[src/rtl/wd_pkg.sv]
package wd_pkg;

  // Clamp a requested core count into the legal range 1..lim.
  function automatic int unsigned clamp_count(input int unsigned req,
                                              input int unsigned lim);
    if (req == 0)   return 1;
    if (req > lim)  return lim;
    return req;
  endfunction

endpackage

[src/rtl/wd_count_reg.sv]
module wd_count_reg #(
  parameter int N  = 12,
  parameter int CW = 4
) (
  input  logic          clk,
  input  logic          rst_n,
  input  logic          wr_en,
  input  logic [CW-1:0] wr_val,
  input  logic          boundary,
  output logic [CW-1:0] active,
  output logic [N-1:0]  mask
);

  logic [CW-1:0] pending_q, pending_d;
  logic [CW-1:0] active_q,  active_d;

  always_comb begin
    pending_d = pending_q;
    if (wr_en)
      pending_d = CW'(wd_pkg::clamp_count(32'(wr_val), N));
  end

  always_comb begin
    active_d = active_q;
    if (boundary)
      active_d = pending_q;
  end

  always_ff @(posedge clk or negedge rst_n) begin
    if (!rst_n) begin
      pending_q <= CW'(N);
      active_q  <= CW'(N);
    end else begin
      pending_q <= pending_d;
      active_q  <= active_d;
    end
  end

  assign active = active_q;

  for (genvar i = 0; i < N; i++) begin : g_mask
    assign mask[i] = (CW'(i) < active_q);
  end


  count_hold_chk: assert property (@(posedge clk) disable iff (!rst_n)
    !boundary |=> $stable(active_q));


  count_range_chk: assert property (@(posedge clk) disable iff (!rst_n)
    (active_q != '0) && (active_q <= CW'(N)));

endmodule

[src/rtl/wd_rr_pick.sv]
module wd_rr_pick #(
  parameter int N = 12
) (
  input  logic         clk,
  input  logic         rst_n,
  input  logic [N-1:0] req,
  input  logic         advance,
  output logic [N-1:0] grant
);

  localparam int IW = (N > 1) ? $clog2(N) : 1;

  logic [IW-1:0] last_q, last_d;
  logic          found;
  int            idx;

  always_comb begin
    grant = '0;
    found = 1'b0;
    idx   = 0;
    for (int k = 1; k <= N; k++) begin
      idx = int'(last_q) + k;
      if (idx >= N) idx = idx - N;
      if (!found && req[idx]) begin
        grant[idx] = 1'b1;
        found      = 1'b1;
      end
    end
  end

  always_comb begin
    last_d = last_q;
    if (advance) begin
      for (int i = 0; i < N; i++)
        if (grant[i]) last_d = IW'(i);
    end
  end

  always_ff @(posedge clk or negedge rst_n) begin
    if (!rst_n) last_q <= IW'(N - 1);
    else        last_q <= last_d;
  end


  grant_present_chk: assert property (@(posedge clk) disable iff (!rst_n)
    (|req) |-> $onehot(grant));


  last_moves_chk: assert property (@(posedge clk) disable iff (!rst_n)
    !advance |=> $stable(last_q));

endmodule

[src/rtl/wd_seq_ctr.sv]
module wd_seq_ctr #(
  parameter int SW = 8
) (
  input  logic          clk,
  input  logic          rst_n,
  input  logic          inc,
  output logic [SW-1:0] seq
);

  logic [SW-1:0] seq_q, seq_d;

  always_comb begin
    seq_d = seq_q;
    if (inc) seq_d = seq_q + SW'(1);
  end

  always_ff @(posedge clk or negedge rst_n) begin
    if (!rst_n) seq_q <= '0;
    else        seq_q <= seq_d;
  end

  assign seq = seq_q;


  seq_step_chk: assert property (@(posedge clk) disable iff (!rst_n)
    inc |=> seq_q == $past(seq_q) + SW'(1));


  seq_hold_chk: assert property (@(posedge clk) disable iff (!rst_n)
    !inc |=> $stable(seq_q));

endmodule

[src/rtl/work_dispatcher.sv]
module work_dispatcher #(
  parameter  int NUM_CORES = 12,
  parameter  int VEC_W     = 32,
  parameter  int SEQ_W     = 8,
  localparam int CNT_W     = $clog2(NUM_CORES + 1)
) (
  input  logic                 clk,
  input  logic                 rst_n,
  input  logic                 cnt_wr_en,
  input  logic [CNT_W-1:0]     cnt_wr_val,
  input  logic                 in_valid,
  output logic                 in_ready,
  input  logic [VEC_W-1:0]     in_vec,
  input  logic [NUM_CORES-1:0] core_ready,
  output logic [NUM_CORES-1:0] core_valid,
  output logic [VEC_W-1:0]     core_vec,
  output logic [SEQ_W-1:0]     core_seq
);

  logic [CNT_W-1:0]     active_cnt;
  logic [NUM_CORES-1:0] en_mask;
  logic [NUM_CORES-1:0] req;
  logic [NUM_CORES-1:0] grant;
  logic                 accept;
  logic                 boundary;

  assign req      = core_ready & en_mask;
  assign in_ready = |req;
  assign accept   = in_valid & in_ready;
  assign boundary = !in_valid || in_ready;

  wd_count_reg #(.N(NUM_CORES), .CW(CNT_W)) u_count (
    .clk      (clk),
    .rst_n    (rst_n),
    .wr_en    (cnt_wr_en),
    .wr_val   (cnt_wr_val),
    .boundary (boundary),
    .active   (active_cnt),
    .mask     (en_mask)
  );

  wd_rr_pick #(.N(NUM_CORES)) u_pick (
    .clk     (clk),
    .rst_n   (rst_n),
    .req     (req),
    .advance (accept),
    .grant   (grant)
  );

  wd_seq_ctr #(.SW(SEQ_W)) u_seq (
    .clk   (clk),
    .rst_n (rst_n),
    .inc   (accept),
    .seq   (core_seq)
  );

  assign core_valid = in_valid ? grant : '0;
  assign core_vec   = in_vec;


  one_taker_chk: assert property (@(posedge clk) disable iff (!rst_n)
    accept |-> $countones(core_valid & core_ready) == 1);


  no_extra_valid_chk: assert property (@(posedge clk) disable iff (!rst_n)
    $onehot0(core_valid));


  disabled_idle_chk: assert property (@(posedge clk) disable iff (!rst_n)
    (core_valid & ~en_mask) == '0);


  stall_chk: assert property (@(posedge clk) disable iff (!rst_n)
    ((core_ready & en_mask) == '0) |-> (!in_ready && core_valid == '0));

endmodule

[config.mk]
export PLATFORM = sky130hd
export DESIGN_NAME = work_dispatcher
export DESIGN_NICKNAME = d
export VERILOG_FILES = /design/src/rtl/wd_pkg.sv /design/src/rtl/wd_count_reg.sv /design/src/rtl/wd_rr_pick.sv /design/src/rtl/wd_seq_ctr.sv /design/src/rtl/work_dispatcher.sv
export SDC_FILE = /design/constraint.sdc
export NUM_CORES = 1
export LEC_CHECK = 0
export ABC_AREA = 1
export BUFFER_PORTS_ARGS = -buffer_cell sky130_fd_sc_hd__buf_2
export CAP_MARGIN = 25
export CORE_MARGIN = 2
export CORE_UTILIZATION = 45
export CTS_BUF_LIST = sky130_fd_sc_hd__clkbuf_16
export DETAILED_ROUTE_END_ITERATION = 8
export PLACE_DENSITY = 0.71
export SYNTH_ARGS = -nofsm -noshare
export SYNTH_HDL_FRONTEND = slang
export SYNTH_SLANG_ARGS = --single-unit
[constraint.sdc]
create_clock -name clk -period 7.4 [get_ports clk]
set_clock_uncertainty 0.2 [all_clocks]
set_input_delay 1.11 -clock clk [delete_from_list [all_inputs] [get_ports clk]]
set_output_delay 1.11 -clock clk [all_outputs]
set_load 0.05 [all_outputs]
======== Yosys cells after proc, flatten, opt, wreduce, memory -nomap -nowiden ========
Cells that the tools add are included.
cells by class
  divide/modulo/power cells ............... 0
  equality and inequality tests ........... 0
  multiplexer cells ....................... 117
  add/sub/neg operators ................... 25
  multipliers ............................. 0
  reductions and logical operators ........ 40
  bitwise logic cells ..................... 13
  magnitude comparators ................... 49
  shift-type cells ........................ 0
operators with widths
  cell                                                                                   count
  32-bit by 1-bit greater-or-equal comparator with 1-bit output (second input constant)  12
  32-bit by 5-bit greater-or-equal comparator with 1-bit output (second input constant)  12
  32-bit by 6-bit less-than comparator with 1-bit output (second input constant)         12
  32-bit two-way mux                                                                     12
  32-bit by 5-bit subtractor with 32-bit output (second input constant)                  12
  12-bit two-way mux                                                                     13
  12-bit OR                                                                              11
  4-bit two-way mux                                                                      15
  1-bit two-way mux                                                                      53
  1-bit binary-select mux with 4-bit select                                              12
  1-bit demux with 4-bit select                                                          12
  4-bit by 4-bit adder with 5-bit output (second input constant)                         5
  1-bit logical AND                                                                      23
  4-bit by 3-bit adder with 5-bit output (second input constant)                         4
  3-bit by 4-bit less-than comparator with 1-bit output (first input constant)           4
  4-bit less-than comparator (first input constant)                                      4
  12-bit AND                                                                             1
  1-bit logical NOT                                                                      12
  12-bit nonzero test                                                                    1
  12-bit OR reduction                                                                    1
  4-bit by 2-bit adder with 5-bit output (second input constant)                         2
  8-bit by 1-bit adder with 8-bit output (second input constant)                         1
  1-bit by 4-bit less-than comparator with 1-bit output (first input constant)           2
  2-bit by 4-bit less-than comparator with 1-bit output (first input constant)           2
  6 further kinds                                                                        6
word-level totals
  bits in latches ......................... 0
  output and inout port bits .............. 53
  bits of input ports ..................... 52
  word-level logic and storage cells ...... 248
  bits in writable memories ............... 0
  memories ................................ 0
  flip-flop bits (word level) ............. 20
  bits in read-only memories .............. 0

======== Logic depth before layout (Yosys ltp) ========
  depth in word-level cells ............... 52
  depth in mapped cells ................... 36
  gate-level depth less buffers ........... 35

======== Hierarchy ========
From an unflattened synthesis, not the netlist that was laid out.
second synthesis, totals
  cell total of the unflattened synthesis .. 1,026
  area total of the unflattened synthesis .. 5,657.9 um2
by module, submodules not included
  module           area each (um2)  seq. area each (um2)  times used  cells each
  wd_rr_pick       4,388.0          103.8                 1           838
  work_dispatcher  490.5            0.0                   1           94
  wd_count_reg     404.1            205.2                 1           54
  wd_seq_ctr       375.4            200.2                 1           40

======== Worst setup path before layout ========
Ideal clock, no wire load.
  kind .................................... flip-flop to output port
  start ................................... register u_pick.last_q[1]
  end ..................................... output port core_valid[1]
  slack ................................... 1,738 ps
  arrival ................................. 4,352 ps
  data required time ...................... 6,090 ps
  buffers on the path ..................... 1
  cell stages (with the launch flop) ...... 23
  cells stage by stage .................... dfstp_2 > buf_2 > clkinv_1 > ha_1 > ha_1 > inv_1 > ha_1 > nand3_1 > nand2_1 > nand2_1 > nand2_2 > nor2_1 > nand2_1 > nand3_2 > nor2_4 > nand4_2 > nor2_4 > nand4_4 > nor2_8 > nand2_2 > inv_2 > nand2_1 > a31oi_1
between the ends
  longest elaborated chain between the ends .. 41
  elaborated cells on any way between the ends .. 201
  those cells by class .................... add/sub (24); order compare (36); mux (96); bitwise (11); reduce/logical (34)
ends and longest elaborated chain
  element                                                                                                 RTL line               source
  from (decl)                                                                                             wd_rr_pick.sv:13       logic [IW-1:0] last_q, last_d;
  from (signal assigned)                                                                                  wd_rr_pick.sv:40       if (!rst_n) last_q <= IW'(N - 1);
  from (signal assigned)                                                                                  wd_rr_pick.sv:41       else last_q <= last_d;
  parallel branches: the longest is 39 deep, another holds 32-bit by 5-bit subtractor with 32-bit output  n/a
  12-bit two-way mux (*)                                                                                  wd_rr_pick.sv:24       if (!found && req[idx]) begin
  12-bit two-way mux (*)                                                                                  work_dispatcher.sv:57  assign core_valid = in_valid ? grant : '0;
  to (decl)                                                                                               work_dispatcher.sv:15  output logic [NUM_CORES-1:0] core_valid,
Mark *: on every way between the ends. The select of a mux whose other input is x is not followed.

======== Worst setup path in the final report ========
  start ................................... register u_pick.last_q[0]
  end ..................................... output port core_valid[0]
The elaborated chain is that of the path after synthesis.

==> impl_metrics.ini <==
[place]
gp_congestion = 1.064
hpwlAfterDp_mm = 14.45
io_buffers = 40

[worst_hold_path]
hold_class = flop to flop

[synthesis]
synth_cells = 980
ys_warn_count = 0
synth_area_sq_um = 5403
synth.avg_cell_area_sq_um = 5.513
ys_seq_area_frac = 0.09426
synth_seq_cells = 20
synth_cell_types = 50

[die]
initial_core_util = 0.4555
io_pins = 105
core_region_area_sq_um = 11860
die_h_um = 113.6
die-area_sq_um = 12900
fp.dieW_um = 113.6
rows = 40

[sta]
rsz0062_at_grt = no
fmax_mhz = 151.3
setup_violations = 0
relSlewSlack = 0.4506
hold_slack_ns = 0.2742
tns_ns = 0
timing.final.crit_share = 0.8930
final.min_clock_period_ns = 6.608
tightest_slew_ns = 0.8241
hold_viol_final = 0
drv_slew = 0

[routing]
drc = 0
vias = 6225
drtIter0Drc = 642
ant_nets = 0
post_drt_wl_per_cell_um = 15.86
vias_per_cell = 5.528
drtPass1Iterations = 5
drt-total-wl_mm = 17.86

[setup_path]
critical_path_class = flop to output port
cp_slowest_cell = dfstp_2
arrival_ns = 5.30
cp_common_cell = nand2_1
cp-end-kind = output port
slowest_delay_ns = 0.81
worstPathRequired_ns = 6.09
crit_path_max_fanout = 24
critPathLaunchType = flop

[clock_network]
post-cts-setup-buffers = 0
cts_resized = 0
cts_root_buf = clkbuf_16
clkSinkCount = 20
clock_path_buffers = 2
postCtsHoldBufs = 0
h-tree-depth = 1
clock_latency_ns = 0.25
cts.clk_slew.worst_paths_ns = 0.05
cts_tree = done
cts_made_buffers = 3

[global_route]
grt_overflow = 0
antenna_found_initial = 0
track_usage = 0.2772
grt_pass1_vias = 5699
grt_pass1_wl_mm = 28.63
grt_max_degree = 25

[final_layout]
register_area_sq_um = 509.2
multi_input_area_sq_um = 4096
area_growth_pct = 2.849
nNetsFinal = 1074
final_cell_mix = nand2_1 (283), nor2_1 (139), nand3_1 (131), inv_1 (107), ha_1 (42)
nFillCells = 1287
final_common_cell = nand2_1
diodes = 0
drive_above_1_share = 0.1359

[status]
status = finished, final reports clean

[run]
max_cap_viol_count = 0
[metrics by stage]
step / worst slack [ns] / cells / cell area, sq um / util
after global routing: 0.2966 / 1126 / 5557 / 0.4685
after floorplan: 1.738 / 982 / 5410 / -
final: 0.7919 / 1126 / 5557 / 0.4685
after global placement: 1.309 / 1122 / 5478 / 0.4618
after detailed placement: 1.198 / 1122 / 5478 / 0.4618
after CTS: 0.9210 / 1126 / 5557 / 0.4685
[Yosys cell counts (all sizes together)]
master	count	area (sq um)
a32oi	1	8.760
o22ai	1	6.260
and2	2	12.51
nor3	29	155.2
nand3	141	755.7
o211a	1	10.01
buf	42	297.8
ha	42	525.5
o311ai	1	8.760
a221oi	1	8.760
conb	1	3.750
or4	1	7.510
nor2	159	700.7
a2111oi	1	8.760
nand2	297	1160
inv	129	484.2
o21ai	44	227.7
a31oi	2	12.51
nand4	17	127.6
clkbuf	5	18.77
clkinv	1	3.750
o211ai	2	20.02
a211oi	1	7.510
a21oi	16	91.34
o32ai	1	8.760
a32o	2	20.02
or2	4	25.02
dfrtp	13	325.3
dfstp	7	183.9
xor2	11	111.4
mux2	1	11.26
xnor2	4	53.81
[worst paths after layout]
kind | start | slack (ns) | cells past startpoint | end
setup / recovery | u_pick.last_q[0] | 0.79 | 26 | core_valid[0]
hold / removal | u_seq.seq[7] | 0.27 | 1 | u_seq.seq[7]
setup reg to reg | u_pick.last_q[0] | 1.58 | 30 | u_pick.last_q[1]
hold reg to reg | u_seq.seq[7] | 0.27 | 1 | u_seq.seq[7]
max in group asynchronous | rst_n | 6.08 | 1 | u_count.pending_q[3]
min in group asynchronous | rst_n | 0.59 | 1 | u_pick.last_q[2]
[area by class of cell]
class	count	area share
repair buffers	40	0.03603
clock inverters	1	0.0006755
well taps	147	0.03310
multi-input cells	785	0.7372
clock buffers	3	0.01351
inverters	130	0.08782
flip-flops and latches	20	0.09165
[state kept, by name, indices dropped and copies added (netlist names)]
register / cells
u_pick.last_q: 4
u_seq.seq: 8
u_count.active: 4
u_count.pending_q: 4
[cell families after synthesis]
kind of cell    Yosys count  share of synthesized area
simple gates            650                     0.5449
buf+inv                 177                     0.1489
compound gates           74                    0.08129
fa+ha+maj                42                    0.09727
flops                    20                    0.09426
xor+xnor                 15                    0.03057
other cells               1                  0.0006941
mux                       1                   0.002084
[metal layers]
| layer | wire length, um | GRT usage |
|---|---|---|
| met5 | 0 | 0 |
| met4 | 957 | 0.1341 |
| met3 | 1609 | 0.03401 |
| met2 | 7712 | 0.4403 |
| met1 | 7578 | 0.3739 |
[worst max-delay path: cells and delay by family, from the launching register on]
family | cells | cell delay (ns)
adders and majority gates | 3 | 1.13
and+or+nand+nor | 19 | 2.57
buffers and inverters | 4 | 0.53
DFF | 1 | 0.81
Power is left out: the tool's default activity adds up to more than one toggle a clock period on the data nets, which glitch-free logic cannot reach.
